$ cat src/rtl/perf_cnt_pkg.sv
package perf_cnt_pkg;

    localparam int unsigned DEF_NUM_CNT   = 6;
    localparam int unsigned DEF_CNT_W     = 16;
    localparam int unsigned DEF_SYNC_STG  = 2;

    // Which source closed the current interval
    typedef enum logic [1:0] {
        SRC_NONE  = 2'd0,
        SRC_TIMER = 2'd1,
        SRC_REG   = 2'd2,
        SRC_PIN   = 2'd3
    } upd_src_e;

    typedef struct packed {
        logic     fire;
        upd_src_e src;
    } upd_req_t;

    // Fire when a source is selected
    function automatic upd_req_t make_req(input upd_src_e s);
        upd_req_t r;
        r.src  = s;
        r.fire = (s != SRC_NONE);
        return r;
    endfunction

endpackage

$ cat src/rtl/perf_edge_sync.sv
module perf_edge_sync #(
    parameter int unsigned STAGES = 2
) (
    input  logic clk,
    input  logic rst,
    input  logic async_in,
    output logic rise_o
);
    // STAGES synchronizer flops plus one flop for edge history
    logic [STAGES:0] chain_q;

    always_ff @(posedge clk) begin
        if (rst) chain_q <= '0;
        else     chain_q <= {chain_q[STAGES-1:0], async_in};
    end

    assign rise_o = chain_q[STAGES-1] & ~chain_q[STAGES];

endmodule

$ cat src/rtl/perf_upd_ctrl.sv
module perf_upd_ctrl
    import perf_cnt_pkg::*;
(
    input  logic     clk,
    input  logic     rst,
    input  logic     host_upd_en,
    input  logic     sec_tick,
    input  logic     man_upd,
    input  logic     pin_rise,
    output upd_req_t req_o
);
    logic man_q;
    logic man_rise;

    // Bit history is tracked in every mode
    always_ff @(posedge clk) begin
        if (rst) man_q <= 1'b0;
        else     man_q <= man_upd;
    end

    assign man_rise = man_upd & ~man_q;

    always_comb begin
        upd_src_e sel;
        sel = SRC_NONE;
        if (!host_upd_en) begin
            if (sec_tick) sel = SRC_TIMER;
        end else if (man_rise) begin
            sel = SRC_REG;
        end else if (pin_rise) begin
            sel = SRC_PIN;
        end
        req_o = make_req(sel);
    end

endmodule

$ cat src/rtl/perf_err_cnt.sv
module perf_err_cnt #(
    parameter int unsigned CNT_W = 16
) (
    input  logic             clk,
    input  logic             rst,
    input  logic             err,
    input  logic             upd,
    output logic [CNT_W-1:0] live_o,
    output logic [CNT_W-1:0] snap_o
);
    localparam logic [CNT_W-1:0] MAX_VAL = '1;
    localparam logic [CNT_W-1:0] ONE_VAL = {{(CNT_W-1){1'b0}}, 1'b1};

    logic [CNT_W-1:0] live_q;
    logic [CNT_W-1:0] snap_q;

    always_ff @(posedge clk) begin
        if (rst) begin
            live_q <= '0;
            snap_q <= '0;
        end else if (upd) begin
            snap_q <= live_q;
            live_q <= err ? ONE_VAL : '0;
        end else if (err && (live_q != MAX_VAL)) begin
            live_q <= live_q + ONE_VAL;
        end
    end

    assign live_o = live_q;
    assign snap_o = snap_q;

endmodule

$ cat src/rtl/perf_err_counters.sv
module perf_err_counters
    import perf_cnt_pkg::*;
#(
    parameter int unsigned NUM_CNT  = DEF_NUM_CNT,
    parameter int unsigned CNT_W    = DEF_CNT_W,
    parameter int unsigned SYNC_STG = DEF_SYNC_STG
) (
    input  logic                     clk,
    input  logic                     rst,
    input  logic [NUM_CNT-1:0]       err_pulse,
    input  logic                     sec_tick,
    input  logic                     host_upd_en,
    input  logic                     man_upd,
    input  logic                     upd_pin,
    input  logic                     sec_flag_clr,
    output logic [NUM_CNT*CNT_W-1:0] snap_o,
    output logic                     sec_flag
);
    localparam int unsigned BUS_W = NUM_CNT * CNT_W;

    logic             pin_rise;
    upd_req_t         upd_req;
    logic             upd_fire;
    logic [BUS_W-1:0] live_flat;
    logic             flag_q;

    perf_edge_sync #(.STAGES(SYNC_STG)) u_pin_sync (
        .clk      (clk),
        .rst      (rst),
        .async_in (upd_pin),
        .rise_o   (pin_rise)
    );

    perf_upd_ctrl u_ctrl (
        .clk         (clk),
        .rst         (rst),
        .host_upd_en (host_upd_en),
        .sec_tick    (sec_tick),
        .man_upd     (man_upd),
        .pin_rise    (pin_rise),
        .req_o       (upd_req)
    );

    assign upd_fire = upd_req.fire;

    for (genvar i = 0; i < NUM_CNT; i++) begin : g_cnt
        perf_err_cnt #(.CNT_W(CNT_W)) u_cnt (
            .clk    (clk),
            .rst    (rst),
            .err    (err_pulse[i]),
            .upd    (upd_fire),
            .live_o (live_flat[i*CNT_W +: CNT_W]),
            .snap_o (snap_o[i*CNT_W +: CNT_W])
        );
    end

    // Sticky boundary flag: a tick wins over a clear in the same cycle
    always_ff @(posedge clk) begin
        if (rst)               flag_q <= 1'b0;
        else if (sec_tick)     flag_q <= 1'b1;
        else if (sec_flag_clr) flag_q <= 1'b0;
    end

    assign sec_flag = flag_q;

endmodule

$ cat config.mk
export PLATFORM = sky130hd
export DESIGN_NAME = perf_err_counters
export DESIGN_NICKNAME = d
export VERILOG_FILES = /design/src/rtl/perf_cnt_pkg.sv /design/src/rtl/perf_edge_sync.sv /design/src/rtl/perf_upd_ctrl.sv /design/src/rtl/perf_err_cnt.sv /design/src/rtl/perf_err_counters.sv
export SDC_FILE = /design/constraint.sdc
export NUM_CORES = 1
export LEC_CHECK = 0
export BUFFER_PORTS_ARGS = -buffer_cell sky130_fd_sc_hd__buf_2
export CAP_MARGIN = 25
export CORE_MARGIN = 3
export CORE_UTILIZATION = 52
export CTS_CLUSTER_SIZE = 28
export DETAILED_ROUTE_END_ITERATION = 10
export HOLD_SLACK_MARGIN = 0.06
export PLACE_DENSITY = 0.73
export SYNTH_ARGS = -nofsm -noshare
export SYNTH_HDL_FRONTEND = slang
export SYNTH_SLANG_ARGS = --single-unit
$ cat constraint.sdc
create_clock -name clk -period 2.28 [get_ports clk]
set_clock_uncertainty 0.15 [all_clocks]
set_input_delay 0.114 -clock clk [delete_from_list [all_inputs] [get_ports clk]]
set_output_delay 0.114 -clock clk [all_outputs]
set_load 0.05 [all_outputs]
Word-level counts from Yosys, hierarchy flattened --
Index checks and enable logic that the tools add are counted.
Cells by class: add/subtract/negate cells 6, equality and inequality tests 6, muxes and demuxes 24, bitwise operators 4, reductions and logical operators 14
Operator list (number):
- two-way mux 16 bit | 12
- adder 16 x 1 -> 16 bit (second input constant) | 6
- != test 16 bit (second input constant) | 6
- nonzero test 2 bit | 8
- two-way mux 1 bit | 9
- logical AND 1 bit | 6
- two-way mux 2 bit | 3
- AND 1 bit | 2
- inverter 1 bit | 2
Storage, ports and cells: bits in registers 197, bits of input ports 13, output and inout bits 97, word-level logic and storage cells 69

Logic depth before layout (Yosys ltp) --
Gate-level depths: netlist (run 1).
word-level depth 7, mapped depth 7, gate-level depth less buffers 6

Cells and area by module --
From an unflattened synthesis (run 1), not the netlist that was laid out.
Second synthesis, totals: cells, all modules 944, area total of the unflattened synthesis 8918.6 µm²
By module, submodules not included:
- perf_err_cnt | instances 6, cells an instance 154, area each 1452.6 µm², sequential area each 640.6 µm²
- perf_edge_sync | instances 1, cells an instance 7, area each 87.6 µm², sequential area each 60.1 µm²
- perf_upd_ctrl | instances 1, cells an instance 9, area each 76.3 µm², sequential area each 20.0 µm²
- perf_err_counters | instances 1, cells an instance 4, area each 38.8 µm², sequential area each 20.0 µm²

Worst setup path after synthesis (run 1) --
OpenSTA, ideal clock, no wires.
path kind register -> register, start register g_cnt[5].u_cnt.live_q[0], end register g_cnt[5].u_cnt.live_q[10], setup time 91 ps, arrival time 1955 ps, required time 2039 ps, setup slack 84 ps, cell stages (with the launch flop) 8, path buffers 1, period minus slack after synthesis 2196 ps, path through dfxtp_1 > ha_1 > nand3_1 > or3_1 > buf_2 > o21ai_4 > mux2_2 > a311oi_1
Between the ends: word-level cells in the longest chain between the ends 3, elaborated cells on any way between the ends 6, those cells by class add/sub: 1; eq/ne: 1; mux: 2; reduce/logical: 2
Ends and longest elaborated chain:
- from (decl) | RTL line perf_err_cnt.sv:14 | logic [CNT_W-1:0] live_q;
- from (signal assigned) | RTL line perf_err_cnt.sv:23 | live_q <= err ? ONE_VAL : '0;
- from (signal assigned) | RTL line perf_err_cnt.sv:25 | live_q <= live_q + ONE_VAL;
- adder 16 x 1 -> 16 bit / != test 16 bit (equally long branches) | RTL line perf_err_cnt.sv:25, perf_err_cnt.sv:24
- two-way mux 16 bit / logical AND 1 bit (equally long branches) | RTL line perf_err_cnt.sv:24 | end else if (err && (live_q != MAX_VAL)) begin
- two-way mux 16 bit / nonzero test 2 bit (equally long branches)
Parallel ways exist; a longest one is shown, timed or not. The select of a mux whose other input is x is not followed. A chain may end at the register's enable or synchronous reset.

Worst setup path in the final report (run 1) --
start register g_cnt[0].u_cnt.live_q[0], end register g_cnt[0].u_cnt.live_q[5]
Between the ends: word-level cells in the longest chain between the ends 3, elaborated cells on any way between the ends 6, those cells by class add/sub: 1; eq/ne: 1; mux: 2; reduce/logical: 2
Ends and longest elaborated chain (RTL line):
- from (decl) | perf_err_cnt.sv:14
- from (signal assigned) | perf_err_cnt.sv:23
- from (signal assigned) | perf_err_cnt.sv:25
- adder 16 x 1 -> 16 bit / != test 16 bit (equally long branches) | perf_err_cnt.sv:25, perf_err_cnt.sv:24
- two-way mux 16 bit / logical AND 1 bit (equally long branches) | perf_err_cnt.sv:24
- two-way mux 16 bit / nonzero test 2 bit (equally long branches)
Parallel ways exist; a longest one is shown, timed or not. The select of a mux whose other input is x is not followed.

==> results.cfg, run 1 <==
[run_status]
outcome = finished clean

[sta]
finalSetupTns_ps = 0
maxSlewViolCount = 0
post-route-min-period_ps = 2100
final_hold_viol_count = 0
relSlewSlack_pct = 52.0
finalSetupViolCount = 0
max_freq_ghz = 0.475
period_share_pct = 92.3
rsz0062_at_grt = false
tightest_slew_ps = 718
hold_ws_ps = 118

[setup_path]
r2r_start = g_cnt[0].u_cnt.live_o[0]
rr_endpoint = g_cnt[0].u_cnt.live_o[5]
cp-start-kind = flop
end_kind = flop
cp.arrival_ps = 2280
worst_path_most_repeated_cell = nand4_1
slowest_stage = or4_1
r2r_slack_ps = 180
worstSetupPathType = flop to flop
crit_fanout = 7
required_ps = 2450
worst-r2r-cell-count = 6
crit_end = g_cnt[0].u_cnt.live_o[5]
cp_cell_sequence = ha_1, nand4_1, or4_1, nand4_1, xor2_1, nor2_1
max_stage_delay_ps = 700
startpoint = g_cnt[0].u_cnt.live_o[0]

[synthesis]
syn_nets = 1013
synth_area_um2 = 8120
synth_flop_cell = dfxtp_1
ys_top_cells_by_area = dfxtp_1 (49%), nand2_1 (11%), a21oi_1 (7.6%), nor2_1 (3.7%), xnor2_1 (2.7%)
syn_inst = 994
ys_seq_area_share_pct = 48.6
yosysTopAreaCell = dfxtp_1
synth_seq_cells = 197
synthTopCellsByCount = nand2_1 (236), dfxtp_1 (197), a21oi_1 (123)
synth.top_cell.area_share_pct = 48.6
ys_warn_count = 0
yosysUniqueCellTypes = 54
yosysMostFrequentCell = nand2_1
ys_async_sr_fraction_pct = 0
syn_area_per_cell_um2 = 8.16
synth-edff-count = 0

[place]
place_area_um2 = 8910
dp.cells = 1281
gp_congestion = 0.847
dp_hpwl_mm = 11.8
io_buffer_count = 109

[global_route]
top_usage_layer = met2
grt_max_degree = 103
use_met2_pct = 36.3
antenna_found_initial = 0
track_usage_pct = 21.4
grt_first_pass_wirelength_mm = 30.0
grt_pass1_vias = 6553
grt_use_met3_pct = 5.37
met1_usage_pct = 27.2
gr-total-overflow = 0

[cells_and_area]
drive_gt1_share_pct = 15.6
finalNonFillerCells = 1324
fin_nets = 1119
diodes = 0
fin_area_um2 = 9630
syn_to_final_growth_pct = 18.7

[power_and_ir_drop]
p_sw_w = 0.00160
internal_power_w = 0.00530
power.total_w = 0.00690
p_leak_nw = 3.55
powerDensity_nw_per_um2 = 716
p_sw_share_pct = 23.1
seqPwrFrac_pct = 50.6
ir_worst_vdd_uv = 550
combinationalPowerShare_pct = 5.2
p_clk_share_pct = 44.3

[floorplanning]
dieArea_um2 = 17100
die_w_um = 131
fp-row-count = 45
core_area_um2 = 15300
initial_utilization_pct = 53.2
dieHeight_um = 131
boundaryPins = 110

[job]
drv_cap = 0

[detailed_routing]
wl_per_cell_um = 13.5
drc_errors = 0
detail-route-antenna-nets = 0
vias = 7109
drt_wl_total_mm = 17.9
drt_iter0_drc = 406
via_per_inst = 5.37
first_pass_iters = 5

[clock_tree]
htree_num_levels = 4
tritoncts = yes
cts-root-buf = clkbuf_16
clkTransAtPathRegs_ps = 70
cts_buffers = 17
clock_latency_ps = 430
clkSinkCount = 197
cts_buffer_depth = 2

[worst_hold_path]
hold_class = input pin to flop
hold_path_depth = 4
## cell usage in the layout, fill, tap and decap left out, types with 17 or more instances in the layout
master and n:
and3_1 19, buf_2 108, nor3_1 29, a21oi_1 123, buf_4 19, xor2_1 20, nand2_1 236, clkbuf_16 17
nand4_1 20, nor2_1 81, dfxtp_1 197, o21ai_0 17, xnor2_1 25, nand3_1 37
## layer usage
layer  part of all wire [%]  up-vias
met4                    1.1        0
met1                     46     3302
li1                       -     3642
met2                     48      144
met3                    4.9       21
met5                      0        -
## timing repair
item / CTS / global route
endpoints found under the hold margin: 31 / 0
setup buffers: 0 / 0
setup endpoints to repair: 0 / 1
hold buffers: 11 / 0
gates resized for setup: 0 / 1
## critical path, delay by kind of cell (launching register included)
kind          cells  cell delay (ps)
xor+xnor          1              150
fa+ha+maj         1              230
flops             1              390
simple gates      4             1070
## state kept, by name, summed over array words and instances (netlist names)
name / cells
sec_flag: 1
u_ctrl.man_q: 1
g_cnt.u_cnt.snap_o: 96
g_cnt.u_cnt.live_o: 96
u_pin_sync.chain_q: 3
## power by group through the flow
stage | registers (W) | logic (W) | clock network, W
6_report | 0.00349 | 0.000356 | 0.00305
3_5_place_dp | 0.00357 | 0.000343 | 0
2_1_floorplan | 0.00359 | 0.000205 | 0
4_1_cts | 0.00349 | 0.000359 | 0.00313
5_1_grt | 0.00349 | 0.000393 | 0.00325
3_3_place_gp | 0.00357 | 0.000339 | 0
## how the worst min path moves through the flow
stage	startpoint	to	slack, ps
after floorplan	sec_tick	sec_flag	80
after global placement	upd_pin	u_pin_sync.chain_q[0]	180
after detailed placement	upd_pin	u_pin_sync.chain_q[0]	200
after CTS	host_upd_en	g_cnt[1].u_cnt.snap_o[13]	110
after global routing	host_upd_en	g_cnt[1].u_cnt.snap_o[12]	150
final	host_upd_en	g_cnt[1].u_cnt.snap_o[13]	120
## kinds of logic after synthesis
family	share of synthesized area, %
simple gates	28.3
flops	48.6
compound gates	13.0
buf+inv	2.99
xor+xnor	4.86
mux	1.37
fa+ha+maj	0.925
## metrics by stage
step | utilization [%] | setup WS (ps)
after floorplan | - | 84.3
final | 63.1 | 176
after CTS | 63.1 | 168
after detailed placement | 58.4 | 217
after global routing | 63.1 | 23.2
after global placement | 58.4 | 275
## area by class of cell
| class | count | area, um2 |
|---|---|---|
| Sequential cell | 197 | 3940 |
| Timing Repair Buffer | 140 | 833 |
| Tap cell | 211 | 264 |
| Fill cell | 1355 | 5630 |
| Inverter | 6 | 22.5 |
| Clock buffer | 18 | 429 |
| Clock inverter | 14 | 178 |
| Multi-Input combinational cell | 738 | 3960 |
Power figures use the tool's default switching activity.
==> inputs of run 2 (changes only) <==
Settings changed: CTS_BUF_LIST set to sky130_fd_sc_hd__clkbuf_8 sky130_fd_sc_hd__clkbuf_16.
==> results.cfg, run 2 (synthesis results as in run 1) <==
[sta]
rsz0062_at_grt = false
period_share_pct = 92.3
final_hold_viol_count = 0
post-route-min-period_ps = 2100
max_freq_ghz = 0.475
finalSetupViolCount = 0
finalSetupTns_ps = 0
fin_ws_ps = 176
maxSlewViolCount = 0
tightest_slew_ps = 718
relSlewSlack_pct = 51.9

[floorplanning]
fp-row-count = 45
core_area_um2 = 15300
initial_utilization_pct = 53.2
boundaryPins = 110
die_w_um = 131
dieHeight_um = 131
dieArea_um2 = 17100

[global_route]
antenna_found_initial = 0
grt_first_pass_wirelength_mm = 30.0
grt_max_degree = 103
track_usage_pct = 21.4
grt_pass1_vias = 6553
gr-total-overflow = 0

[detailed_routing]
drc_errors = 0
wl_per_cell_um = 13.5
first_pass_iters = 5
drt_iter0_drc = 406
via_per_inst = 5.37
vias = 7112
detail-route-antenna-nets = 0
drt_wl_total_mm = 17.9

[clock_tree]
cts_buffers = 17
clkTransAtPathRegs_ps = 70
cts_buffer_depth = 2
cts_setup_buffers = 0
tritoncts = yes
clkSinkCount = 197
htree_num_levels = 4
cts-root-buf = clkbuf_16
clock_latency_ps = 430

[cells_and_area]
final_cell_mix = nand2_1 (236), dfxtp_1 (197), a21oi_1 (123)
syn_to_final_growth_pct = 18.7
final_common_cell = nand2_1
fin_area_um2 = 9630
drive_gt1_share_pct = 15.6
fillers = 1355
diodes = 0
fin_nets = 1119

[place]
place_area_um2 = 8910
io_buffer_count = 109
gp_congestion = 0.847
place_ws_ps = 217
dp_hpwl_mm = 11.8

[power_and_ir_drop]
powerDensity_nw_per_um2 = 716
ir_worst_vdd_uv = 550
power.total_w = 0.00689
p_leak_nw = 3.55

[worst_hold_path]
hold_path_depth = 4
min_from = host_upd_en
hold_end = g_cnt[1].u_cnt.snap_o[13]
hold_class = input pin to flop

[setup_path]
rr_endpoint = g_cnt[0].u_cnt.live_o[5]
end_kind = flop
cp-start-kind = flop
crit_fanout = 7
r2r_start = g_cnt[0].u_cnt.live_o[0]
required_ps = 2450
r2r_slack_ps = 180
worstSetupPathType = flop to flop
cp.arrival_ps = 2280
worst-r2r-cell-count = 6

[run_status]
outcome = finished clean

[job]
drv_cap = 0
==> run 2: cell types whose count changed in the layout (fill, tap and decap cells not counted) <==
cell and delta:
clkbuf_1 -1, inv_1 +1
==> run 2: worst max-delay path by stage <==
stage | endpoint | slack [ps] | cells after the start | from
2_1_floorplan | g_cnt[5].u_cnt.live_o[10] | 80 | 7 | g_cnt[5].u_cnt.live_o[0]
3_3_place_gp | g_cnt[5].u_cnt.live_o[10] | 280 | 6 | g_cnt[5].u_cnt.live_o[0]
3_5_place_dp | g_cnt[2].u_cnt.live_o[0] | 220 | 6 | g_cnt[2].u_cnt.live_o[0]
4_1_cts | g_cnt[2].u_cnt.live_o[0] | 170 | 6 | g_cnt[2].u_cnt.live_o[0]
5_1_grt | g_cnt[0].u_cnt.live_o[3] | 20 | 6 | g_cnt[0].u_cnt.live_o[0]
6_report | g_cnt[0].u_cnt.live_o[5] | 180 | 6 | g_cnt[0].u_cnt.live_o[0]
==> run 2: what timing repair did <==
| item | in CTS | in global routing |
|---|---|---|
| setup endpoints to repair | 0 | 1 |
| hold buffers | 11 | 0 |
| endpoints found under the hold margin | 31 | 0 |
| resized for setup | 0 | 1 |
==> run 2: layout make-up <==
cell class                 instances  area (um2)  share of cell area (%)
multi-input combinational        738        3960                    41.1
sequential                       197        3940                    41.0
timing repair buffer             140         833                    8.65
clock buffer                      17         425                    4.42
tap                              211         264                    2.74
clock inverter                    15         181                    1.88
inverter                           6        22.5                   0.234
==> run 2: stage by stage <==
stage / hold WS, ps / utilization [%] / std cells
after floorplan: 81.4 / - / 994
after global placement: 178 / 58.4 / 1281
after detailed placement: 199 / 58.4 / 1281
after CTS: 110 / 63.1 / 1324
after global routing: 146 / 63.1 / 1324
final: 119 / 63.1 / 1324
==> run 2: where the power goes <==
| group | switching, W | internal (W) |
|---|---|---|
| clock network | 0.00132 | 0.00173 |
| logic | 0.000258 | 0.0000972 |
| registers | 0.0000230 | 0.00347 |
| total | 0.00160 | 0.00530 |
==> run 2: worst max-delay path, cell delays in order (launching register included) <==
cell,delay (ps)
dfxtp_1,390
ha_1,230
nand4_1,150
or4_1,700
nand4_1,170
xor2_1,150
nor2_1,50
==> run 2: layer usage <==
metal / part of all wire, % / GRT usage [%]
met1: 46 / 27.2
met2: 48 / 36.3
met3: 4.9 / 5.37
met4: 1.1 / 5.75
met5: 0 / 0
==> inputs of run 3 (changes only) <==
Settings changed: CORE_ASPECT_RATIO set to 0.75.
==> results.cfg, run 3 (synthesis results as in run 1) <==
[power_and_ir_drop]
power.total_w = 0.00699
ir_worst_vdd_uv = 521
powerDensity_nw_per_um2 = 726
p_leak_nw = 3.57

[global_route]
gr-total-overflow = 0
grt_max_degree = 108
track_usage_pct = 21.9
grt_first_pass_wirelength_mm = 31.0
grt_pass1_vias = 6634
antenna_found_initial = 0

[cells_and_area]
syn_to_final_growth_pct = 18.8
final_cell_mix = nand2_1 (236), dfxtp_1 (197), a21oi_1 (123)
fillers = 1294
fin_nets = 1117
diodes = 0
drive_gt1_share_pct = 15.4
final_common_cell = nand2_1

[place]
place_ws_ps = 173
dp_hpwl_mm = 11.9
gp_congestion = 0.860
io_buffer_count = 109

[setup_path]
required_ps = 2470
worstSetupPathType = flop to flop
end_kind = flop
r2r_slack_ps = 150
crit_fanout = 5
cp-start-kind = flop
cp.arrival_ps = 2320

[detailed_routing]
met1_length_mm = 9.17
wl_per_cell_um = 14.0
drt_wl_total_mm = 18.4
dr_wl_met2_mm = 8.19
top_layer = met4
detail-route-antenna-nets = 0
drt_iter0_drc = 436
via_per_inst = 5.46
first_pass_iters = 4
vias = 7157
drc_errors = 0
dr_wl_met3_um = 779

[sta]
final_hold_viol_count = 0
tightest_slew_ps = 549
fin_ws_ps = 148
post-route-min-period_ps = 2130
maxSlewViolCount = 0
period_share_pct = 93.5
max_freq_ghz = 0.469
relSlewSlack_pct = 63.1
finalSetupViolCount = 0
rsz0062_at_grt = false
finalSetupTns_ps = 0

[clock_tree]
cts-resized-gates = 0
tritoncts = yes
clock_latency_ps = 430
htree_num_levels = 4
cts_buffers = 17
cts_buffer_depth = 2
clkTransAtPathRegs_ps = 60
clkSinkCount = 197
cts-root-buf = clkbuf_16

[floorplanning]
fp-row-count = 38
boundaryPins = 110
initial_utilization_pct = 54.5
dieHeight_um = 114
dieArea_um2 = 17200
core_area_um2 = 14900
die_w_um = 150

[run_status]
outcome = finished clean

[job]
drv_cap = 0

[worst_hold_path]
hold_class = input pin to flop
run 3: changes by cell type in the layout (fill, tap and decap cells not counted):
cell        change
o21ai_1         +1
bufinv_16       +1
o21ai_2         -1
buf_4           -4
clkinvlp_4      -2
inv_6           -3
clkbuf_8        +1
buf_12          +2
clkinv_2        +3
run 3: final timing paths:
| check | from | to | cells after the start |
|---|---|---|---|
| worst min-delay path | host_upd_en | g_cnt[5].u_cnt.live_o[10] | 5 |
| worst max-delay path | g_cnt[5].u_cnt.live_o[1] | g_cnt[5].u_cnt.live_o[10] | 6 |
| worst min register to register | u_pin_sync.chain_q[0] | u_pin_sync.chain_q[1] | 1 |
| worst max register to register | g_cnt[5].u_cnt.live_o[1] | g_cnt[5].u_cnt.live_o[10] | 6 |
run 3: what timing repair did:
item / CTS / global route
hold buffers: 11 / 0
endpoints found under the hold margin: 33 / 0
setup buffers: 0 / 0
run 3: per-stage QoR:
| step | instances | cell area, um2 | hold WS [ps] | utilization (%) |
|---|---|---|---|---|
| 3_3_place_gp | 1268 | 8900 | 199 | 59.8 |
| 4_1_cts | 1311 | 9640 | 140 | 64.8 |
| 2_1_floorplan | 994 | 8120 | 81.4 | - |
| 6_report | 1311 | 9640 | 164 | 64.8 |
| 5_1_grt | 1311 | 9640 | 173 | 64.8 |
| 3_5_place_dp | 1268 | 8900 | 210 | 59.8 |
run 3: final cells by class:
class | count | area (um2) | area share (%)
sequential | 197 | 3940 | 40.9
tap | 200 | 250 | 2.60
inverter | 6 | 22.5 | 0.234
timing repair buffer | 138 | 843 | 8.75
multi-input combinational | 738 | 3960 | 41.0
clock inverter | 14 | 185 | 1.92
clock buffer | 18 | 439 | 4.56
run 3: worst max-delay path, stage by stage (launching register included):
cell	delay, ps
dfxtp_1	380
ha_1	180
nand3_1	170
or3_1	440
o21ai_4	150
mux2_2	350
a311oi_1	220
run 3: metal layers:
| layer | track usage (%) | up-vias |
|---|---|---|
| met5 | 0 | - |
| met4 | 6.83 | 0 |
| met3 | 4.75 | 18 |
| met2 | 34.5 | 144 |
| met1 | 30.1 | 3344 |
| li1 | - | 3651 |
run 3: power breakdown:
part           internal, W  switching, W  leakage (nW)  total, W
Combinational     0.000103      0.000266          1.68  0.000369
Sequential         0.00347     0.0000210          1.59   0.00349
Clock              0.00186       0.00128         0.307   0.00314
